===== src/rtl/shmul_pkg.sv =====
package shmul_pkg;

  typedef enum logic {
    MODE_UNSIGNED = 1'b0,
    MODE_SIGNED   = 1'b1
  } shmul_mode_e;

  typedef enum logic [1:0] {
    STEP_HOLD = 2'd0,
    STEP_ADD  = 2'd1,
    STEP_SUB  = 2'd2
  } shmul_step_e;

endpackage


===== src/rtl/shmul_ctrl.sv =====
module shmul_ctrl #(
  parameter int N = 8
) (
  input  logic clk,
  input  logic rst_n,
  input  logic start_i,
  output logic load_o,
  output logic step_o,
  output logic last_o,
  output logic busy_o,
  output logic done_o
);
  localparam int CW = (N > 2) ? $clog2(N) : 1;
  localparam logic [CW-1:0] LAST_CNT = CW'(N - 1);

  logic          busy_q, busy_d;
  logic          done_q, done_d;
  logic [CW-1:0] cnt_q, cnt_d;
  logic          last_step;

  assign last_step = busy_q && (cnt_q == LAST_CNT);

  always_comb begin
    busy_d = busy_q;
    done_d = 1'b0;
    cnt_d  = cnt_q;
    if (busy_q) begin
      if (last_step) begin
        busy_d = 1'b0;
        done_d = 1'b1;
        cnt_d  = '0;
      end else begin
        cnt_d = cnt_q + 1'b1;
      end
    end else if (start_i) begin
      busy_d = 1'b1;
      cnt_d  = '0;
    end
  end

  always_ff @(posedge clk or negedge rst_n) begin
    if (!rst_n) begin
      busy_q <= 1'b0;
      done_q <= 1'b0;
      cnt_q  <= '0;
    end else begin
      busy_q <= busy_d;
      done_q <= done_d;
      cnt_q  <= cnt_d;
    end
  end

  assign load_o = start_i && !busy_q;
  assign step_o = busy_q;
  assign last_o = last_step;
  assign busy_o = busy_q;
  assign done_o = done_q;

endmodule


===== src/rtl/shmul_addsub.sv =====
module shmul_addsub
  import shmul_pkg::*;
#(
  parameter int W = 9
) (
  input  logic [W-1:0] acc_i,
  input  logic [W-1:0] opd_i,
  input  shmul_step_e  op_i,
  output logic [W-1:0] sum_o
);
  logic         sub;
  logic [W-1:0] gated;
  logic [W-1:0] inv;

  always_comb begin
    sub   = (op_i == STEP_SUB);
    gated = (op_i == STEP_HOLD) ? '0 : opd_i;
    inv   = gated ^ {W{sub}};
    sum_o = acc_i + inv + W'(sub);
  end

endmodule


===== src/rtl/shmul_dpath.sv =====
module shmul_dpath
  import shmul_pkg::*;
#(
  parameter int N = 8
) (
  input  logic           clk,
  input  logic           rst_n,
  input  logic           load_i,
  input  logic           step_i,
  input  logic           last_i,
  input  logic [N-1:0]   a_i,
  input  logic [N-1:0]   b_i,
  input  shmul_mode_e    mode_i,
  output logic [2*N-1:0] product_o
);
  localparam int W = N + 1;

  logic [N-1:0] mcand_q, mcand_d;
  logic [N-1:0] hi_q, hi_d;
  logic [N-1:0] lo_q, lo_d;
  shmul_mode_e  mode_q, mode_d;
  logic         en;

  logic [W-1:0] hi_ext, mcand_ext, sum;
  shmul_step_e  op;

  always_comb begin
    if (mode_q == MODE_SIGNED) begin
      hi_ext    = {hi_q[N-1], hi_q};
      mcand_ext = {mcand_q[N-1], mcand_q};
    end else begin
      hi_ext    = {1'b0, hi_q};
      mcand_ext = {1'b0, mcand_q};
    end
    if (!lo_q[0])                               op = STEP_HOLD;
    else if (last_i && mode_q == MODE_SIGNED)   op = STEP_SUB;
    else                                        op = STEP_ADD;
  end

  shmul_addsub #(.W(W)) u_addsub (
    .acc_i (hi_ext),
    .opd_i (mcand_ext),
    .op_i  (op),
    .sum_o (sum)
  );

  assign en = load_i || step_i;

  always_comb begin
    mcand_d = mcand_q;
    hi_d    = hi_q;
    lo_d    = lo_q;
    mode_d  = mode_q;
    if (load_i) begin
      mcand_d = a_i;
      hi_d    = '0;
      lo_d    = b_i;
      mode_d  = mode_i;
    end else if (step_i) begin
      hi_d = sum[W-1:1];
      lo_d = {sum[0], lo_q[N-1:1]};
    end
  end

  always_ff @(posedge clk or negedge rst_n) begin
    if (!rst_n) begin
      mcand_q <= '0;
      hi_q    <= '0;
      lo_q    <= '0;
      mode_q  <= MODE_UNSIGNED;
    end else if (en) begin
      mcand_q <= mcand_d;
      hi_q    <= hi_d;
      lo_q    <= lo_d;
      mode_q  <= mode_d;
    end
  end

  assign product_o = {hi_q, lo_q};

endmodule


===== src/rtl/shmul_core.sv =====
module shmul_core
  import shmul_pkg::*;
#(
  parameter int N = 8
) (
  input  logic           clk,
  input  logic           rst_n,
  input  logic           start_i,
  input  logic [N-1:0]   mult_a_i,
  input  logic [N-1:0]   mult_b_i,
  input  logic           signed_i,
  output logic [2*N-1:0] product_o,
  output logic           busy_o,
  output logic           done_o
);
  logic load, step, last;

  shmul_ctrl #(.N(N)) u_ctrl (
    .clk     (clk),
    .rst_n   (rst_n),
    .start_i (start_i),
    .load_o  (load),
    .step_o  (step),
    .last_o  (last),
    .busy_o  (busy_o),
    .done_o  (done_o)
  );

  shmul_dpath #(.N(N)) u_dpath (
    .clk       (clk),
    .rst_n     (rst_n),
    .load_i    (load),
    .step_i    (step),
    .last_i    (last),
    .a_i       (mult_a_i),
    .b_i       (mult_b_i),
    .mode_i    (shmul_mode_e'(signed_i)),
    .product_o (product_o)
  );

endmodule


===== config.mk =====
export PLATFORM = sky130hd
export DESIGN_NAME = shmul_core
export DESIGN_NICKNAME = d
export VERILOG_FILES = /design/src/rtl/shmul_pkg.sv /design/src/rtl/shmul_ctrl.sv /design/src/rtl/shmul_addsub.sv /design/src/rtl/shmul_dpath.sv /design/src/rtl/shmul_core.sv
export SDC_FILE = /design/constraint.sdc
export NUM_CORES = 1
export LEC_CHECK = 0
export BUFFER_PORTS_ARGS = -buffer_cell sky130_fd_sc_hd__buf_2
export CAP_MARGIN = 15
export CORE_UTILIZATION = 30
export CTS_BUF_LIST = sky130_fd_sc_hd__clkbuf_8
export DETAILED_ROUTE_END_ITERATION = 10
export PLACE_DENSITY = 0.5
export SLEW_MARGIN = 25
export SYNTH_ARGS = -nofsm -noshare
export SYNTH_HDL_FRONTEND = slang
export SYNTH_SLANG_ARGS = --single-unit

===== constraint.sdc =====
create_clock -name clk -period 7.8 [get_ports clk]
set_clock_uncertainty 0.1 [all_clocks]
set_input_delay 1.56 -clock clk [delete_from_list [all_inputs] [get_ports clk]]
set_output_delay 1.56 -clock clk [all_outputs]
set_load 0.01 [all_outputs]

==> metrics.md, run 1 <==
| Metric | Value |
|---|---|
| Synth Area in XOR/XNOR | `0.06208` |
| Pwr dens | `about 430 mW/mm2` |
| Initial antenna violation count | `0` |
| GRT Total Usage | `0.1314` |
| First-pass DRT Iterations | `3` |
| Initial Utilization | `0.3212` |
| Num CTS Buffers | `5` |
| Gpl congestion | `0.7867` |
| Largest family of logic cells by synthesized area | `compound AO/OA/AOI/OAI gates` |
| Final hold viol count | `0` |
| Fin crit period | `around 2.9 ns` |
| Nets@finish | `234` |
| R2R setup slack | `a little under 5 ns` |
| DPL Wire Length | `2589 um` |
| Setup violators final | `0` |
| Ant diodes | `0` |
| Worst Hold Endpoint | `u_ctrl.cnt_q[2]` |
| Status | `finished clean` |
| Resize count post-CTS | `0` |
| Required time worst endpoint | `7.87 ns` |
| Synth Area in Adders | `0.07834` |
| Die Width | `about 77 um` |
| Iteration-0 DRC Markers | `39` |
| R2R cell count | `11` |
| Most frequent cells in the layout | `buf_2, dfrtp_1, nand2_1, o21ai_0, nor2_1` |
| Hold Path Class | `reg2reg` |
| Vias per cell | `between 4 and 5` |
| First-pass GRT wire length | `6182 um` |
| TritonCTS Sinks | `30` |
| Largest cells by area after synthesis | `dfrtp_1, ha_1, mux2_2, mux2i_1, xor2_1` |
| Max incr delay on CP | `~0.46 ns` |
| Mux cell area share after synthesis | `0.1072` |
| Synth area leader | `dfrtp_1` |
| Die height | `77.12 um` |
| CP Max Fanout | `8` |
| Post-synth ARST share | `1.000` |
| Static leakage | `between 0.9 and 1 nW` |
| Post-synthesis simple-gate area fraction | `0.1330` |
| Multi-input combinational cell area | `around 910 um2` |
| Synth Register Bits | `30` |
| Final ANT Viol Nets | `0` |
| Distinct cells, synth | `33` |
| Via Count | `about 1.3k` |
| Register area share after synthesis | `0.4435` |
| Most common cell after layout, fill and taps aside | `buf_2` |
| Slowest CP cell | `fa_1` |
| Top-Level Pins | `38` |
| Top cell by count, worst path | `ha_1` |
| Sequence of cells on the critical path | `ha_1 -> ha_1 -> nand3_4 -> xor2_1 -> nor2_1 -> fa_1 -> a211oi_1 -> o21bai_1 -> a21oi_1 -> xnor2_1 -> a22o_1` |
| Total power draw | `roughly 0.00088 W` |
| Root Buffer | `clkbuf_8` |
| CORE AREA | `around 0.0053 mm2` |
| WP data arrival | `around 3 ns` |
| Net Count, Synth | `195` |
| CTS Buffer Depth | `2` |
| Post-Route WL | `3503 um` |
| Worst Tran Pin Value | `between 0.7 and 0.8 ns` |
| Hold Crit Start | `u_ctrl.cnt_q[2]` |
| Share of the synthesized area in the top cell type | `0.4435` |
| Worst setup EP type | `flop` |
| Layout cells sized above 1 | `0.2829` |
| Worst slew margin relative to its limit | `0.4866` |
| Most used DFF post-synth | `dfrtp_1` |
| # H-tree levels | `2` |
| Critical path class | `reg2reg` |
| Drt drc | `0` |
| Crit start category | `flop` |
| Post-DR wirelength/cell | `about 13 um` |
| Post-synth EDFFs | `0` |
| Final worst-path cycle share | `0.3751` |
| Remaining global-route overflow | `0` |
| Max-cap viol count | `0` |
| Hold Crit Depth | `2` |
| Fmax | `~340 MHz` |
| CTS tree | `done` |
| Gate Count Post-Synth | `about 170` |
| Clock slew at reported path FFs | `0.07 ns` |
| Compound-cell area share of the yosys netlist | `0.1559` |
| Reg area | `about 750 um2` |
| Die area | `between 0.005 and 0.006 mm2` |
| Syn_area_per_cell | `between 10 and 15 um2` |
| Syn Std Cell Area | `approximately 0.0017 mm2` |
| Clk_lat worst skew | `between 0.2 and 0.3 ns` |
| Fin. max-slew vios | `0` |
| Yosys warns | `0` |
| Vias in the first global route | `approximately 1.3k` |
| Area growth syn-to-layout | `20.62%` |
| Setup_tns | `0 ns` |
| RR Startpoint | `u_ctrl.cnt_q[0]` |
| RSZ-0062 raised after global routing | `no` |
| Post-CTS Setup Bufs | `0` |
| Fill cell count | `around 560` |
| R2r endpoint | `u_dpath.hi_q[5]` |
| Post-CTS Hold Fix Bufs | `0` |
| Worst vdd ir | `around 0.13 mV` |
| Buffers on Ports | `37` |
| Row cnt | `26` |
| Largest net degree at the start of global routing | `38` |
cells in the mapped netlist, types with 2 or more instances:
| cell | instances |
|---|---|
| nor2b_1 | 2 |
| nand2_1 | 19 |
| a21oi_1 | 10 |
| mux2_2 | 9 |
| nand3_1 | 2 |
| mux2i_1 | 8 |
| a22o_1 | 5 |
| a211oi_1 | 3 |
| ha_1 | 9 |
| clkbuf_1 | 4 |
| xnor2_1 | 3 |
| o21ai_0 | 15 |
| xor2_1 | 9 |
| and2_1 | 3 |
| nand2b_1 | 4 |
| dfrtp_1 | 30 |
| nor2_1 | 13 |
| inv_1 | 2 |
flip-flops by register name, summed over array words and instances (netlist names):
name             cells
u_dpath.mcand_q      8
u_dpath.mode_q       1
u_dpath.hi_q         8
u_ctrl.busy_o        1
u_dpath.lo_q         8
u_ctrl.done_o        1
u_ctrl.cnt_q         3
power by group:
group / switching (W) / internal (W) / total (W)
combinational: 0.000237 / 0.000209 / 0.000446
clock: 0.0000597 / 0.0000708 / 0.000130
sequential: 0.0000654 / 0.000237 / 0.000302
total: 0.000362 / 0.000516 / 0.000878
kinds of logic (layout without fill, tap and decap cells):
family,count (synthesis),in the layout
DFF,30,30
xor gates and xnor gates,12,12
adders and majority gates,10,10
muxes,17,17
and+or+nand+nor,47,47
buffers and inverters,8,48
AOI/OAI and AO/OA,41,41
cell type report:
cell class	instances	share of cell area
clock buffers	6	0.04044
clock inverters	2	0.006127
inverters	2	0.003676
multi-input cells	127	0.4449
flip-flops and latches	30	0.3676
well taps	70	0.04289
repair buffers	38	0.09436
how the worst max path moves through the flow:
stage / startpoint / to / slack, ns / depth (start not counted)
after detailed placement: start_i / u_dpath.mcand_q[2] / 4.60 / 3
after floorplan: u_ctrl.cnt_q[0] / u_dpath.hi_q[5] / 5.15 / 11
after CTS: u_ctrl.cnt_q[0] / u_dpath.hi_q[5] / 4.85 / 11
after global routing: u_ctrl.cnt_q[0] / u_dpath.hi_q[7] / 4.61 / 11
after global placement: start_i / u_dpath.mcand_q[2] / 4.65 / 3
final: u_ctrl.cnt_q[0] / u_dpath.hi_q[5] / 4.87 / 11
critical path, delay by kind of cell, from the launching register on:
family	cells	cell delay, ns
AOI/OAI and AO/OA	4	0.85
xor gates and xnor gates	2	0.24
adders and majority gates	3	0.93
DFF	1	0.40
and+or+nand+nor	2	0.28
routing by layer:
| layer | up-vias | routed length (um) | GRT usage | share of wire |
|---|---|---|---|---|
| li1 | 660 | - | - | - |
| met1 | 633 | 1752 | 0.1743 | 0.50 |
| met2 | 27 | 1561 | 0.2053 | 0.45 |
| met3 | 5 | 151 | 0.03810 | 0.043 |
| met4 | 0 | 39 | 0.03962 | 0.011 |
| met5 | - | 0 | 0 | 0 |
stage by stage:
stage / worst slack [ns] / area, um2 / instances / util / hold WS [ns]
after floorplan: 5.149 / 1693 / 165 / - / 0.3563
after detailed placement: 4.599 / 1947 / 267 / 0.3694 / 0.3883
after global routing: 4.608 / 2042 / 275 / 0.3875 / 0.4358
after CTS: 4.847 / 2042 / 275 / 0.3875 / 0.4032
final: 4.874 / 2042 / 275 / 0.3875 / 0.3977
after global placement: 4.647 / 1947 / 267 / 0.3694 / 0.3762
(Power assumes the default switching activity.)
==> run 2: changes to the inputs <==
Settings changed: ABC_AREA set to 1.
Clock period 7.8 ns to 2.7 ns, I/O delays scaled along.
==> run 2 against run 1 <==
  * First-iteration DRC count is 87% higher
  * Final area increased by 4.0%
  * Area after synthesis down 1.3%
  * Sequential share of layout area is 1.4 points lower
  * Maximum frequency rose by 17%
  * Non-clock buffer count is 7 higher
  * Worst setup slack lost 4.7 ns
  * Core utilization grew 1.8 points
  * Cell count rose by 20%
  * Routed wire length up 13%
==> metrics.md, run 2 <==
| Metric | Value |
|---|---|
| Status | `finished clean` |
| Required time worst endpoint | `2.78 ns` |
| Iteration-0 DRC Markers | `73` |
| WP data arrival | `roughly 2.6 ns` |
| Compound-cell area share of the yosys netlist | `0.1124` |
| Finished Cell Area | `0.002123 mm2` |
| Post-synth top cells | `nand2_1, dfrtp_1, inv_1` |
| Synth Register Bits | `30` |
| Fmax | `398.6 MHz` |
| TritonCTS Sinks | `30` |
| Area growth syn-to-layout | `27.12%` |
| Share of the synthesized area in the top cell type | `0.4494` |
| Hold Path Class | `in2async` |
| Final core occ | `0.4054` |
| Top-Level Pins | `38` |
| Largest cells by area after synthesis | `dfrtp_1, nand2_1, ha_1, nand3_1, inv_1` |
| Most frequent cells in the layout | `nand2_1, buf_2, dfrtp_1, inv_1, nand3_1` |
| Die area | `between 0.005 and 0.006 mm2` |
| Layout Cells excl Fill | `330` |
| Syn_area_per_cell | `7.916 um2` |
| Mux cell area share after synthesis | `0` |
| Post-Route WL | `~4000 um` |
| Yosys warns | `0` |
| Setup violators final | `0` |
| Final ANT Viol Nets | `0` |
| Critical path class | `reg2reg` |
| Initial antenna violation count | `0` |
| First-pass GRT wire length | `between 6000 and 7000 um` |
| Row cnt | `26` |
| GRT Total Usage | `0.1486` |
| Cell with the most instances after synthesis | `nand2_1` |
| Register area share after synthesis | `0.4494` |
| Placed insts | `320` |
| Clk_lat worst skew | `between 0.2 and 0.3 ns` |
| Num CTS Buffers | `5` |
| Post-DR wirelength/cell | `12.02 um` |
| Fill cell count | `560` |
| Synth area leader | `dfrtp_1` |
| Worst vdd ir | `between 0.4 and 0.5 mV` |
| CORE AREA | `between 0.005 and 0.006 mm2` |
| Clock slew at reported path FFs | `roughly 0.070 ns` |
| Sw Share | `0.4396` |
| Static leakage | `about 1.1 nW` |
| Placed Area | `between 0.0015 and 0.002 mm2` |
| Remaining global-route overflow | `0` |
| Pwr dens | `roughly 1300 mW/mm2` |
| Synth Area in XOR/XNOR | `0` |
| Final hold viol count | `0` |
| Post-synth ARST share | `1.000` |
| Distinct cells, synth | `31` |
| CTS Buffer Depth | `2` |
| Vias in the first global route | `~1.4k` |
| Die Width | `~77 um` |
| Post-synth EDFFs | `0` |
| Largest net degree at the start of global routing | `31` |
| Fin crit period | `2.509 ns` |
| Crit start category | `flop` |
| # H-tree levels | `2` |
| Ant diodes | `0` |
| Sequential share of power | `0.318` |
| Buffers on Ports | `37` |
| Gate Count Post-Synth | `between 200 and 250` |
| Internal power | `0.001542 W` |
| Fin. max-slew vios | `0` |
| RSZ-0062 raised after global routing | `no` |
| Gate power share | `0.544` |
| First-pass DRT Iterations | `4` |
| Max-cap viol count | `0` |
| Initial Utilization | `0.3189` |
| Worst Tran Pin Value | `approximately 0.7 ns` |
| Drt drc | `0` |
| Clock power frac | `0.138` |
| Die height | `about 77 um` |
| CTS tree | `done` |
| Most common cell after layout, fill and taps aside | `nand2_1` |
| Nets@finish | `approximately 290` |
| CP Max Fanout | `7` |
| Worst setup EP type | `flop` |
| Sw Pwr | `~0.0012 W` |
| Largest family of logic cells by synthesized area | `simple AND/OR/NAND/NOR gates` |
| DPL Wire Length | `approximately 2900 um` |
| Most used DFF post-synth | `dfrtp_1` |
| Final worst-path cycle share | `0.9292` |
| Vias per cell | `roughly 4.5` |
| Layout cells sized above 1 | `0.2923` |
| Net Count, Synth | `between 200 and 250` |
| Root Buffer | `clkbuf_8` |
| Syn Std Cell Area | `roughly 0.0017 mm2` |
| Regs by FF count | `u_dpath.hi_q x8, u_dpath.lo_q x8, u_dpath.mcand_q x8` |
| Synth Area in Adders | `0.07940` |
| Via Count | `about 1.5k` |
| Worst slew margin relative to its limit | `0.5393` |
| Post-synthesis simple-gate area fraction | `0.2989` |
| Gpl congestion | `~0.85` |
## run 2: cell count changes after synthesis, moves of 4 or more
cell,before,now
a22o_1,5,1
mux2i_1,8,0
mux2_2,9,0
inv_1,2,17
nand2b_1,4,0
o21ai_0,15,8
xor2_1,9,0
nand2_1,19,82
nand3_1,2,14
## run 2: layer usage
metal  GRT usage  up-vias  part of all wire
met5           0        -                 0
met4     0.06346        0             0.019
met3     0.04072        5             0.029
met2      0.2126       29              0.44
met1      0.2081      658              0.51
li1            -      781                 -
## run 2: final timing paths
check / slack (ns) / start / to / cells after the start
max: 0.19 / u_ctrl.cnt_q[0] / u_dpath.hi_q[5] / 14
min: 0.19 / rst_n / u_dpath.lo_q[2] / 1
max reg2reg: 0.19 / u_ctrl.cnt_q[0] / u_dpath.hi_q[5] / 14
min reg2reg: 0.40 / u_ctrl.cnt_q[0] / u_ctrl.cnt_q[0] / 1
max in group asynchronous: 1.86 / rst_n / u_dpath.mcand_q[6] / 1
min in group clk: 0.34 / signed_i / u_dpath.mode_q / 3
## run 2: through the flow
| stage | hold slack, ns | total power, W | setup TNS, ns | setup slack [ns] |
|---|---|---|---|---|
| floorplan | 0.1444 | 0.001808 | 0 | 0.2251 |
| global placement | 0.3823 | 0.002287 | 0 | 0.05505 |
| detailed placement | 0.3883 | 0.002279 | -0.0001354 | -0.0001354 |
| CTS | 0.2201 | 0.002677 | 0 | 0.06356 |
| global route | 0.2408 | 0.003036 | 0 | 0.006269 |
| finish | 0.1950 | 0.002751 | 0 | 0.1911 |
## run 2: critical path, stage by stage (launching register included)
cell and delay (ns):
dfrtp_1 0.39, ha_1 0.23, ha_4 0.18, nand4_2 0.11, inv_2 0.09, nor2_1 0.13, a21oi_2 0.07, fa_2 0.38
nand3_1 0.09, nand3_1 0.08, nand2_1 0.09, o21bai_1 0.07, or2_2 0.27, nand3_1 0.07, nand2_1 0.05
## run 2: cell type report
cell class	count	area (um2)	area share
well taps	70	87.58	0.04125
clock inverters	2	12.51	0.005893
inverters	20	75.07	0.03536
flip-flops and latches	30	750.7	0.3536
repair buffers	45	245.2	0.1155
multi-input cells	157	869.6	0.4095
clock buffers	6	82.58	0.03889
## run 2: power by group through the flow
| stage | Sequential [W] | Clock [W] | Combinational, W |
|---|---|---|---|
| after floorplan | 0.000886 | 0 | 0.000922 |
| after global placement | 0.000864 | 0 | 0.00142 |
| after detailed placement | 0.000861 | 0 | 0.00142 |
| after CTS | 0.000857 | 0.000396 | 0.00142 |
| after global routing | 0.000905 | 0.000416 | 0.00171 |
| final | 0.000874 | 0.000381 | 0.00150 |
## run 2: what timing repair did
item / in CTS / in global routing
buffers inserted: 0 / 2
resized for setup: 1 / 12
endpoints found under the setup margin: 1 / 5
pin swaps: 0 / 3
endpoints found under the hold margin: 0 / 0
cloned: 0 / 0
hold buffers: 0 / 0
## run 2: cell families (layout without fill, tap and decap cells)
kind of cell | after synthesis | in the layout
AOI/OAI and AO/OA | 30 | 30
buffers and inverters | 24 | 73
and+or+nand+nor | 117 | 117
DFF | 30 | 30
adders and majority gates | 10 | 10
